$ cat src/rtl/ig_pkg.sv
package ig_pkg;
    localparam int REG_W = 8;

    typedef enum logic [1:0] {
        SEL_CFG  = 2'd0,
        SEL_THS  = 2'd1,
        SEL_DUR  = 2'd2,
        SEL_STAT = 2'd3
    } reg_sel_e;

    typedef enum logic [1:0] {
        MODE_OR   = 2'b00,
        MODE_MOVE = 2'b01,
        MODE_AND  = 2'b10,
        MODE_POS  = 2'b11
    } comb_mode_e;

    typedef enum logic [1:0] {
        ST_IDLE   = 2'd0,
        ST_WAIT   = 2'd1,
        ST_ACTIVE = 2'd2
    } rec_state_e;
endpackage

$ cat src/rtl/ig_axis_cmp.sv
module ig_axis_cmp #(
    parameter int AXIS_W    = 16,
    parameter int THS_W     = 7,
    parameter int THS_SHIFT = 8
) (
    input  logic signed [AXIS_W-1:0] smp,
    input  logic [THS_W-1:0]         ths,
    output logic                     above
);
    localparam int MAG_W = AXIS_W + 1;
    localparam int LIM_W = THS_W + THS_SHIFT;

    logic signed [MAG_W-1:0] ext;
    logic [MAG_W-1:0]        mag;
    logic [LIM_W-1:0]        lim;

    always_comb begin
        ext   = {smp[AXIS_W-1], smp};
        mag   = ext[MAG_W-1] ? MAG_W'(-ext) : MAG_W'(ext);
        lim   = {ths, {THS_SHIFT{1'b0}}};
        above = mag > MAG_W'(lim);
    end
endmodule

$ cat src/rtl/ig_combiner.sv
module ig_combiner
    import ig_pkg::*;
(
    input  logic [5:0]  evt,
    input  logic [5:0]  en,
    input  comb_mode_e  mode,
    output logic        cond
);
    logic [2:0] hi_en;

    always_comb begin
        hi_en = {evt[5] & en[5], evt[3] & en[3], evt[1] & en[1]};
        unique case (mode)
            MODE_OR:   cond = |(evt & en);
            MODE_AND:  cond = (&(evt | ~en)) && (en != 6'd0);
            MODE_MOVE,
            MODE_POS:  cond = ($countones(hi_en) == 1);
            default:   cond = 1'b0;
        endcase
    end
endmodule

$ cat src/rtl/ig_dur_fsm.sv
module ig_dur_fsm
    import ig_pkg::*;
#(
    parameter int DUR_W = 7
) (
    input  logic             clk,
    input  logic             rst_n,
    input  logic             step,
    input  logic             cond,
    input  logic [DUR_W-1:0] dur,
    output logic             enter,
    output logic             nxt_active
);
    rec_state_e       st_q, st_d;
    logic [DUR_W-1:0] cnt_q, cnt_d;

    always_comb begin
        st_d  = st_q;
        cnt_d = cnt_q;
        if (step) begin
            unique case (st_q)
                ST_IDLE: begin
                    cnt_d = DUR_W'(1);
                    if (cond) st_d = (dur == '0) ? ST_ACTIVE : ST_WAIT;
                end
                ST_WAIT: begin
                    if (!cond)              st_d = ST_IDLE;
                    else if (cnt_q >= dur)  st_d = ST_ACTIVE;
                    else                    cnt_d = cnt_q + DUR_W'(1);
                end
                ST_ACTIVE: begin
                    if (!cond) st_d = ST_IDLE;
                end
                default: st_d = ST_IDLE;
            endcase
        end
    end

    always_ff @(posedge clk or negedge rst_n) begin
        if (!rst_n) begin
            st_q  <= ST_IDLE;
            cnt_q <= '0;
        end else begin
            st_q  <= st_d;
            cnt_q <= cnt_d;
        end
    end

    always_comb begin
        enter      = step && (st_q != ST_ACTIVE) && (st_d == ST_ACTIVE);
        nxt_active = (st_d == ST_ACTIVE);
    end

    // a nonzero duration never recognises on the first qualifying sample
    p_dur_gate_r7: assert property (@(posedge clk) disable iff (!rst_n)
        (step && st_q == ST_IDLE && dur != '0) |=> (st_q != ST_ACTIVE));
endmodule

$ cat src/rtl/inertial_evt_irq.sv
module inertial_evt_irq
    import ig_pkg::*;
#(
    parameter int AXIS_W    = 16,
    parameter int THS_W     = 7,
    parameter int DUR_W     = 7,
    parameter int THS_SHIFT = 8
) (
    input  logic              clk,
    input  logic              rst_n,
    input  logic              sample_valid,
    input  logic [AXIS_W-1:0] sample_x,
    input  logic [AXIS_W-1:0] sample_y,
    input  logic [AXIS_W-1:0] sample_z,
    input  logic              wr_en,
    input  logic [1:0]        wr_sel,
    input  logic [7:0]        wr_data,
    input  logic              rd_en,
    input  logic [1:0]        rd_sel,
    output logic [7:0]        rd_data,
    output logic              irq
);
    localparam int NAX = 3;

    logic [REG_W-1:0] cfg_q, ths_q, dur_q;
    logic [5:0]       flg_q;
    logic             ia_q;
    logic [NAX-1:0]   above;
    logic [5:0]       evt;
    logic             cond, enter, nxt_active;
    logic             latch_on, rd_clr, is_move;
    comb_mode_e       mode;

    logic signed [AXIS_W-1:0] smp [NAX];
    assign smp[0] = sample_x;
    assign smp[1] = sample_y;
    assign smp[2] = sample_z;

    for (genvar i = 0; i < NAX; i++) begin : g_axis
        ig_axis_cmp #(
            .AXIS_W(AXIS_W), .THS_W(THS_W), .THS_SHIFT(THS_SHIFT)
        ) u_cmp (
            .smp(smp[i]), .ths(ths_q[THS_W-1:0]), .above(above[i])
        );
        assign evt[2*i]   = ~above[i];
        assign evt[2*i+1] =  above[i];
    end

    assign mode     = comb_mode_e'(cfg_q[7:6]);
    assign latch_on = ths_q[7];
    assign is_move  = (mode == MODE_MOVE);
    assign rd_clr   = rd_en && (reg_sel_e'(rd_sel) == SEL_STAT);

    ig_combiner u_comb (
        .evt(evt), .en(cfg_q[5:0]), .mode(mode), .cond(cond)
    );

    ig_dur_fsm #(.DUR_W(DUR_W)) u_fsm (
        .clk(clk), .rst_n(rst_n), .step(sample_valid), .cond(cond),
        .dur(dur_q[DUR_W-1:0]), .enter(enter), .nxt_active(nxt_active)
    );

    always_ff @(posedge clk or negedge rst_n) begin
        if (!rst_n) begin
            cfg_q <= '0;
            ths_q <= '0;
            dur_q <= '0;
        end else if (wr_en) begin
            unique case (reg_sel_e'(wr_sel))
                SEL_CFG:  cfg_q <= wr_data;
                SEL_THS:  ths_q <= wr_data;
                SEL_DUR:  dur_q <= wr_data;
                default:  ;
            endcase
        end
    end

    always_ff @(posedge clk or negedge rst_n) begin
        if (!rst_n) begin
            ia_q  <= 1'b0;
            flg_q <= '0;
        end else begin
            if (sample_valid && !(latch_on && ia_q)) flg_q <= evt;
            if (sample_valid && enter)
                ia_q <= 1'b1;
            else if (rd_clr)
                ia_q <= 1'b0;
            else if (sample_valid && !latch_on && (is_move || !nxt_active))
                ia_q <= 1'b0;
        end
    end

    always_comb begin
        unique case (reg_sel_e'(rd_sel))
            SEL_CFG:  rd_data = cfg_q;
            SEL_THS:  rd_data = ths_q;
            SEL_DUR:  rd_data = dur_q;
            SEL_STAT: rd_data = {1'b0, ia_q, flg_q};
            default:  rd_data = '0;
        endcase
    end

    assign irq = ia_q;

    // a status read without a new sample leaves the interrupt low
    p_read_clear_r8: assert property (@(posedge clk) disable iff (!rst_n)
        (rd_clr && !sample_valid) |=> !irq);

    // a latched interrupt holds until a status read
    p_latch_hold_r9: assert property (@(posedge clk) disable iff (!rst_n)
        (latch_on && irq && !rd_clr && !wr_en) |=> irq);

    // movement mode interrupt lasts a single sample period when unlatched
    p_move_pulse_r5: assert property (@(posedge clk) disable iff (!rst_n)
        (is_move && !latch_on && irq && sample_valid && !wr_en) |=> !irq);

    // exactly one of high/low per axis in the held flags
    p_flag_pair_r2: assert property (@(posedge clk) disable iff (!rst_n)
        (flg_q != 6'd0) |-> (flg_q[0] != flg_q[1] && flg_q[2] != flg_q[3] && flg_q[4] != flg_q[5]));
endmodule

$ cat config.mk
export PLATFORM = sky130hd
export DESIGN_NAME = inertial_evt_irq
export DESIGN_NICKNAME = d
export VERILOG_FILES = /design/src/rtl/ig_pkg.sv /design/src/rtl/ig_axis_cmp.sv /design/src/rtl/ig_combiner.sv /design/src/rtl/ig_dur_fsm.sv /design/src/rtl/inertial_evt_irq.sv
export SDC_FILE = /design/constraint.sdc
export NUM_CORES = 1
export LEC_CHECK = 0
export BUFFER_PORTS_ARGS = -buffer_cell sky130_fd_sc_hd__buf_2
export CAP_MARGIN = 20
export CORE_MARGIN = 5
export CORE_UTILIZATION = 45
export DETAILED_ROUTE_END_ITERATION = 10
export PLACE_DENSITY_LB_ADDON = 0.25
export RECOVER_POWER = 25
export SLEW_MARGIN = 10
export SYNTH_ARGS = -nofsm -noshare
export SYNTH_HDL_FRONTEND = slang
export SYNTH_SLANG_ARGS = --single-unit
$ cat constraint.sdc
create_clock -name clk -period 5.4 [get_ports clk]
set_input_delay 0.27 -clock clk [delete_from_list [all_inputs] [get_ports clk]]
set_output_delay 0.27 -clock clk [all_outputs]
set_load 0.05 [all_outputs]
==> results of run 1 <==
cell families (layout without fill, tap and decap cells):
kind of cell             Yosys count  count (layout)  synth area share [%]
AND/OR/NAND/NOR                  147             147                 22.76
AO/OA/AOI/OAI                    103             103                 18.73
flip-flops                        40              40                 25.79
buffers and inverters             37             110                 3.578
adder cells (fa/ha/maj)           36              36                 11.80
multiplexers                      33              33                 11.48
XOR/XNOR                          26              26                 5.867
worst register-to-register path: stages (launching register included):
cell and delay [ps]:
dfrtp_1 370, inv_1 110, ha_1 340, and4b_1 200, o221ai_1 110, nor3_1 180, o211ai_1 190, a21oi_1 330
nor2b_1 130, ha_1 310, ha_1 180, ha_1 180, nor2_1 80, a21boi_0 110, or3b_2 520, nor3_4 270
mux2i_1 230, o2bb2ai_1 90
synthesized netlist by cell type (all sizes together) (2+ instances only):
cell     number  area (um^2)
nor2b         3        18.77
a211oi        7        52.55
or3           3        18.77
o31ai         9        67.56
nand3b        5        37.54
xor2          3        26.28
nand3        16        80.08
and4b         2        20.02
o21ai        23        122.6
o41ai         7        61.31
or2           3        18.77
nand4bb       2        38.79
a311oi        4        47.55
a21oi        21        105.1
or4           5        45.04
nor2         25        93.84
nor3         14        81.33
mux2         22        247.7
nor4b         2        23.77
o211a         2        20.02
inv          29        108.9
a31oi         2        12.51
nand4         6        37.54
nor4          8        86.33
ha           35        437.9
mux2i         4        40.04
o211ai        3        22.52
xnor2        23        201.4
nor3b         2        20.02
nand2        31        116.4
dfrtp        40         1001
o221ai        2        23.77
nand2b        8        50.05
clkbuf        8        30.03
nand4b        3        26.28
o21a          3        22.52
mux4          7        157.7
and3          2        12.51
or2b          2        16.27
a21o          6        45.04
state kept, by name, indices dropped and copies added, names as in the netlist:
| name | cells |
|---|---|
| dur_q | 8 |
| cfg_q | 8 |
| irq | 1 |
| ths_q | 8 |
| u_fsm.cnt_q | 7 |
| u_fsm.st_q | 2 |
| flg_q | 6 |
per-layer routing:
layer | vias to the layer above | global-route usage, % | wire length (um)
li1 | 1744 | - | -
met1 | 1713 | 23.68 | 4135
met2 | 88 | 35.20 | 5126
met3 | 9 | 1.962 | 464
met4 | 0 | 4.482 | 131
met5 | - | 0 | 0
cell usage in the layout (no fill, tap or decap), types with 8 or more instances in the layout:
master	count
a21oi_1	21
buf_2	72
dfrtp_1	40
ha_1	35
inv_1	29
mux2_2	22
nand2_1	31
nand2b_1	8
nand3_1	16
nor2_1	25
nor3_1	13
o21ai_0	21
o31ai_1	9
xnor2_1	23
metrics by stage:
step           setup slack [ps]  hold WS (ps)  instances  power, uW
6_report                  607.2         226.9        600       1365
3_5_place_dp              373.4         449.9        593       1082
2_1_floorplan             792.7        -25.59        422      897.8
3_3_place_gp              440.0         441.2        593       1061
4_1_cts                   636.5         133.5        600       1369
5_1_grt                   230.0         227.5        600       1458
how the worst min path moves through the flow:
stage	from	endpoint	cells past startpoint
floorplan	rst_n	cfg_q[0]$_DFFE_PN0P_	0
global route	wr_data[7]	cfg_q[7]$_DFFE_PN0P_	3
detailed placement	rst_n	u_fsm.cnt_q[5]$_DFFE_PN0P_	1
global placement	rst_n	u_fsm.cnt_q[0]$_DFFE_PN0P_	1
finish	wr_data[4]	cfg_q[4]$_DFFE_PN0P_	3
CTS	rst_n	cfg_q[1]$_DFFE_PN0P_	1
power by group:
group	switching, uW	total (uW)	leakage, uW	internal (uW)
sequential	82.2	454	0.000487	372
clock	102	284	0.0000642	182
combinational	365	627	0.00143	262
cell type report:
type / instances / area share, %
multi-input combinational: 345 / 61.15
tap: 105 / 2.931
clock buffer: 5 / 1.535
sequential: 40 / 22.33
inverter: 29 / 2.428
timing repair buffer: 74 / 8.289
clock inverter: 2 / 1.340
==> impl_metrics.env, run 1 <==
export IMPL_status="finished, violations left"
export IMPL_violations="capacitance limit, slew limit"
export IMPL_ys_flop_type="dfrtp_1"
export IMPL_ys_ff_latch=40
export IMPL_tritoncts="done"
export IMPL_drive_above_1_share_pct=26.46
export IMPL_path_clk_slew_ps=80
export IMPL_cts_resized=0
export IMPL_reg2reg_from="ths_q[2]$_DFFE_PN0P_"
export IMPL_fillers=771
export IMPL_setup_viol=0
export IMPL_critPathRequiredTime_ps=5570
export IMPL_period_needed_ps=4793
export IMPL_fin_nets=596
export IMPL_die_h_um=102.9
export IMPL_post_drt_wl_per_cell_um=16.43
export IMPL_p_per_area_mw_per_mm2=304.5
export IMPL_crit_start="sample_y[10]"
export IMPL_grt_max_degree=41
export IMPL_worst_path_stages=21
export IMPL_grt_usage_pct=19.00
export IMPL_yosys_warnings=0
export IMPL_antenna_cells=0
export IMPL_start_util_pct=46.77
export IMPL_irDropWorstVdd_v=0.0002352
export IMPL_cp_end_kind="register"
export IMPL_grt_pass1_vias=3444
export IMPL_avgSynthCellArea_um2=9.197
export IMPL_ys_types=71
export IMPL_crit_buf_inv=1
export IMPL_row_count=33
export IMPL_cp_endpoint="u_fsm.cnt_q[1]$_DFFE_PN0P_"
export IMPL_hold_viol=0
export IMPL_worst_path_most_repeated_cell="ha_1"
export IMPL_critPathTopFamily="simple AND/OR/NAND/NOR gates"
export IMPL_regToRegEndpoint="u_fsm.cnt_q[1]$_DFFE_PN0P_"
export IMPL_fin_util_pct=54.02
export IMPL_tightestPinTransition_ps=2177
export IMPL_dpl_cell_area_mm2=0.004355
export IMPL_synthArstFlopShare_pct=100.0
export IMPL_routed_wl_mm=9.857
export IMPL_ys_seq_area_share_pct=25.79
export IMPL_antenna_left=0
export IMPL_period_share_pct=88.76
export IMPL_hold_buffers=0
export IMPL_fin_tns_setup_ps=0
export IMPL_clock_latency_ps=290
export IMPL_core_area_mm2=0.008299
export IMPL_post_cts_buffers=0
export IMPL_drv_cap=1
export IMPL_r2r_slack_ps=1350
export IMPL_rsz0062_at_grt="no"
export IMPL_cts_buffers=5
export IMPL_hold_path_class="in2reg"
export IMPL_ff_latch_area_mm2=0.001001
export IMPL_cpMaxStageDelayCell="or4_4"
export IMPL_die_w_um=102.9
export IMPL_grt_first_pass_wirelength_mm=16.10
export IMPL_worstPathArrival_ps=4970
export IMPL_synth_nets=523
export IMPL_via_per_inst=5.923
export IMPL_slew_violations=41
export IMPL_synthToLayoutAreaGrowth_pct=15.51
export IMPL_via_count=3554
export IMPL_grt_ovfl_total=0
export IMPL_cts_root_buf="clkbuf_8"
export IMPL_multi_input_area_mm2=0.002741
export IMPL_port_buffers=73
export IMPL_first_iter_violations=132
export IMPL_fmax_ghz=0.2086
export IMPL_start_kind="primary input"
export IMPL_clock_skew_ps=10.06
export IMPL_gp_congestion=0.8968
export IMPL_worst_r2r_cell_count=17
export IMPL_dieArea_mm2=0.01058
export IMPL_io_pins=74
export IMPL_max_stage_delay_ps=540
export IMPL_firstDrtPassIters=4
export IMPL_netlist_instances=422
export IMPL_syn_cell_area_mm2=0.003881
export IMPL_cts_sinks=40
export IMPL_crit_chain="buf_2 > or4_4 > or2_2 > o31ai_1 > xnor2_1 > ha_1 > nand2_1 > nor2_1 > a211oi_1 > o21ai_0 > a21oi_1 > and2b_2 > ha_1 > ha_1 > ha_1 > nor2_1 > a21boi_0 > or3b_2 > nor3_4 > mux2i_1 > o2bb2ai_1"
export IMPL_path_max_fanout=6
export IMPL_final_area_mm2=0.004483
export IMPL_max_clock_path_buffers=2
export IMPL_slew_headroom_pct=-45.14
export IMPL_hpwl_mm=7.946
export IMPL_drc_errors=0
export IMPL_critPathKind="in2reg"
export IMPL_power_leakage_uw=0.001983
export IMPL_htreeDepth=2
export IMPL_antenna_found_initial=0
export IMPL_synth_edf_count=0
Note: power is estimated with default switching activity, not from simulation.
==> inputs of run 2 (changes only) <==
Clock period 5.4 ns to 5.8 ns, I/O delays scaled along.
==> run 2 against run 1 <==
The flow still finishes with violations (capacitance limit, slew limit). Clock-buffer cell count unchanged. Die area unchanged. Via count down 0.25%. Clock skew up 0.53 ps. First-iteration DRC count down 1.5%. Clock power down 7.0%. Total power down 7.0%. Register-to-register slack better by 400 ps. Critical path depth unchanged.
==> impl_metrics.env, run 2 (synthesized netlist as in run 1, its figures left out) <==
export IMPL_row_count=33
export IMPL_grt_max_degree=41
export IMPL_antenna_found_initial=0
export IMPL_post_drt_wl_per_cell_um=16.31
export IMPL_grt_usage_pct=18.78
export IMPL_grt_ovfl_total=0
export IMPL_cts_resized=0
export IMPL_critPathKind="in2reg"
export IMPL_status="finished, violations left"
export IMPL_start_util_pct=46.77
export IMPL_fin_tns_setup_ps=0
export IMPL_die_w_um=102.9
export IMPL_core_area_mm2=0.008299
export IMPL_crit_buf_inv=1
export IMPL_port_buffers=73
export IMPL_slew_violations=41
export IMPL_post_cts_buffers=0
export IMPL_power_leakage_uw=0.001976
export IMPL_dpl_cell_area_mm2=0.004355
export IMPL_worst_path_most_repeated_cell="ha_1"
export IMPL_gp_congestion=0.8970
export IMPL_dieArea_mm2=0.01058
export IMPL_first_iter_violations=130
export IMPL_cts_sinks=40
export IMPL_hold_viol=0
export IMPL_start_kind="primary input"
export IMPL_critPathTopFamily="simple AND/OR/NAND/NOR gates"
export IMPL_drc_errors=0
export IMPL_htreeDepth=2
export IMPL_worstPathArrival_ps=5030
export IMPL_antenna_left=0
export IMPL_dpl_cell_count=593
export IMPL_tightestPinTransition_ps=2185
export IMPL_cts_buffers=5
export IMPL_largest_registers="cfg_q (8), dur_q (8), ths_q (8)"
export IMPL_ff_latch_area_mm2=0.001001
export IMPL_drv_cap=1
export IMPL_slew_headroom_pct=-45.69
export IMPL_hold_path_class="in2reg"
export IMPL_whs_ps=244.3
export IMPL_antenna_cells=0
export IMPL_crit_chain="buf_2 > or4_4 > or2_2 > o31ai_1 > xnor2_1 > ha_1 > nand2_1 > nor2_1 > a211oi_1 > o21ai_0 > a21oi_1 > and2b_2 > ha_1 > ha_1 > ha_1 > nor2_1 > a21boi_0 > or3b_2 > nor3_4 > mux2i_1 > o2bb2ai_1"
export IMPL_final_cell_count_no_fill=600
export IMPL_path_max_fanout=6
export IMPL_tritoncts="done"
export IMPL_final_cell_mix="buf_2, dfrtp_1, ha_1, nand2_1, inv_1"
export IMPL_drive_above_1_share_pct=26.06
export IMPL_synthToLayoutAreaGrowth_pct=15.38
export IMPL_violations="capacitance limit, slew limit"
export IMPL_multi_input_area_mm2=0.002741
export IMPL_grt_pass1_vias=3412
export IMPL_via_count=3545
export IMPL_irDropWorstVdd_v=0.0002157
export IMPL_hold_buffers=0
export IMPL_final_area_mm2=0.004478
export IMPL_rsz0062_at_grt="no"
export IMPL_io_pins=74
export IMPL_cts_root_buf="clkbuf_8"
export IMPL_path_clk_slew_ps=80
export IMPL_cp_end_kind="register"
export IMPL_clock_latency_ps=290
export IMPL_layout_commonest_cell="buf_2"
export IMPL_critPathRequiredTime_ps=5980
export IMPL_fmax_ghz=0.2060
export IMPL_period_needed_ps=4853
export IMPL_p_per_area_mw_per_mm2=283.4
export IMPL_grt_first_pass_wirelength_mm=15.82
export IMPL_fin_nets=596
export IMPL_via_per_inst=5.908
export IMPL_max_clock_path_buffers=2
export IMPL_max_stage_delay_ps=540
export IMPL_routed_wl_mm=9.783
export IMPL_firstDrtPassIters=4
export IMPL_clock_skew_ps=10.59
export IMPL_fillers=756
export IMPL_setup_viol=0
export IMPL_period_share_pct=83.68
export IMPL_hpwl_mm=7.902
export IMPL_cpMaxStageDelayCell="or4_4"
export IMPL_die_h_um=102.9
-- run 2: per-stage QoR --
stage	util (%)	setup WS, ps	power [uW]
3_3_place_gp	52.48	819.6	987.9
3_5_place_dp	52.48	746.1	1007
4_1_cts	54.03	1001	1276
6_report	53.96	946.6	1269
5_1_grt	53.96	565.4	1359
2_1_floorplan	-	1173	835.9
-- run 2: final cells by class --
type	instances	share of cell area, %
timing repair buffer	74	8.187
clock inverter	2	1.341
inverter	29	2.431
multi-input combinational	345	61.22
tap	105	2.934
sequential	40	22.35
clock buffer	5	1.537
-- run 2: final timing paths --
kind,end,from,cells past startpoint,slack [ps]
setup / recovery,u_fsm.cnt_q[1]$_DFFE_PN0P_,sample_y[10],21,950
hold / removal,cfg_q[4]$_DFFE_PN0P_,wr_data[4],3,240
setup reg to reg,u_fsm.cnt_q[1]$_DFFE_PN0P_,ths_q[4]$_DFFE_PN0P_,17,1750
hold reg to reg,flg_q[4]$_DFFE_PN0P_,flg_q[4]$_DFFE_PN0P_,1,490
max in group asynchronous,ths_q[7]$_DFFE_PN0P_,rst_n,1,3920
min in group asynchronous,u_fsm.cnt_q[3]$_DFFE_PN0P_,rst_n,1,640
-- run 2: power breakdown --
group	internal [uW]	switching [uW]
Combinational	244	338
Sequential	346	77.2
Clock	169	94.8
-- run 2: worst reg2reg max path, cell delays in order, from the launching register on --
cell	delay, ps
dfrtp_1	390
inv_1	140
ha_1	270
a21oi_1	180
nor2_1	60
a211oi_1	190
o21ai_0	230
a21oi_1	260
and2b_2	290
ha_1	280
ha_1	180
ha_1	180
nor2_1	70
a21boi_0	110
or3b_2	520
nor3_4	260
mux2i_1	230
o2bb2ai_1	90
-- run 2: per-layer routing --
| metal | vias up | track usage [%] | part of all wire (%) |
|---|---|---|---|
| li1 | 1739 | - | - |
| met5 | - | 0 | 0 |
| met4 | 0 | 5.478 | 1.9 |
| met1 | 1723 | 23.06 | 43 |
| met2 | 69 | 34.66 | 52 |
| met3 | 14 | 1.962 | 3.5 |
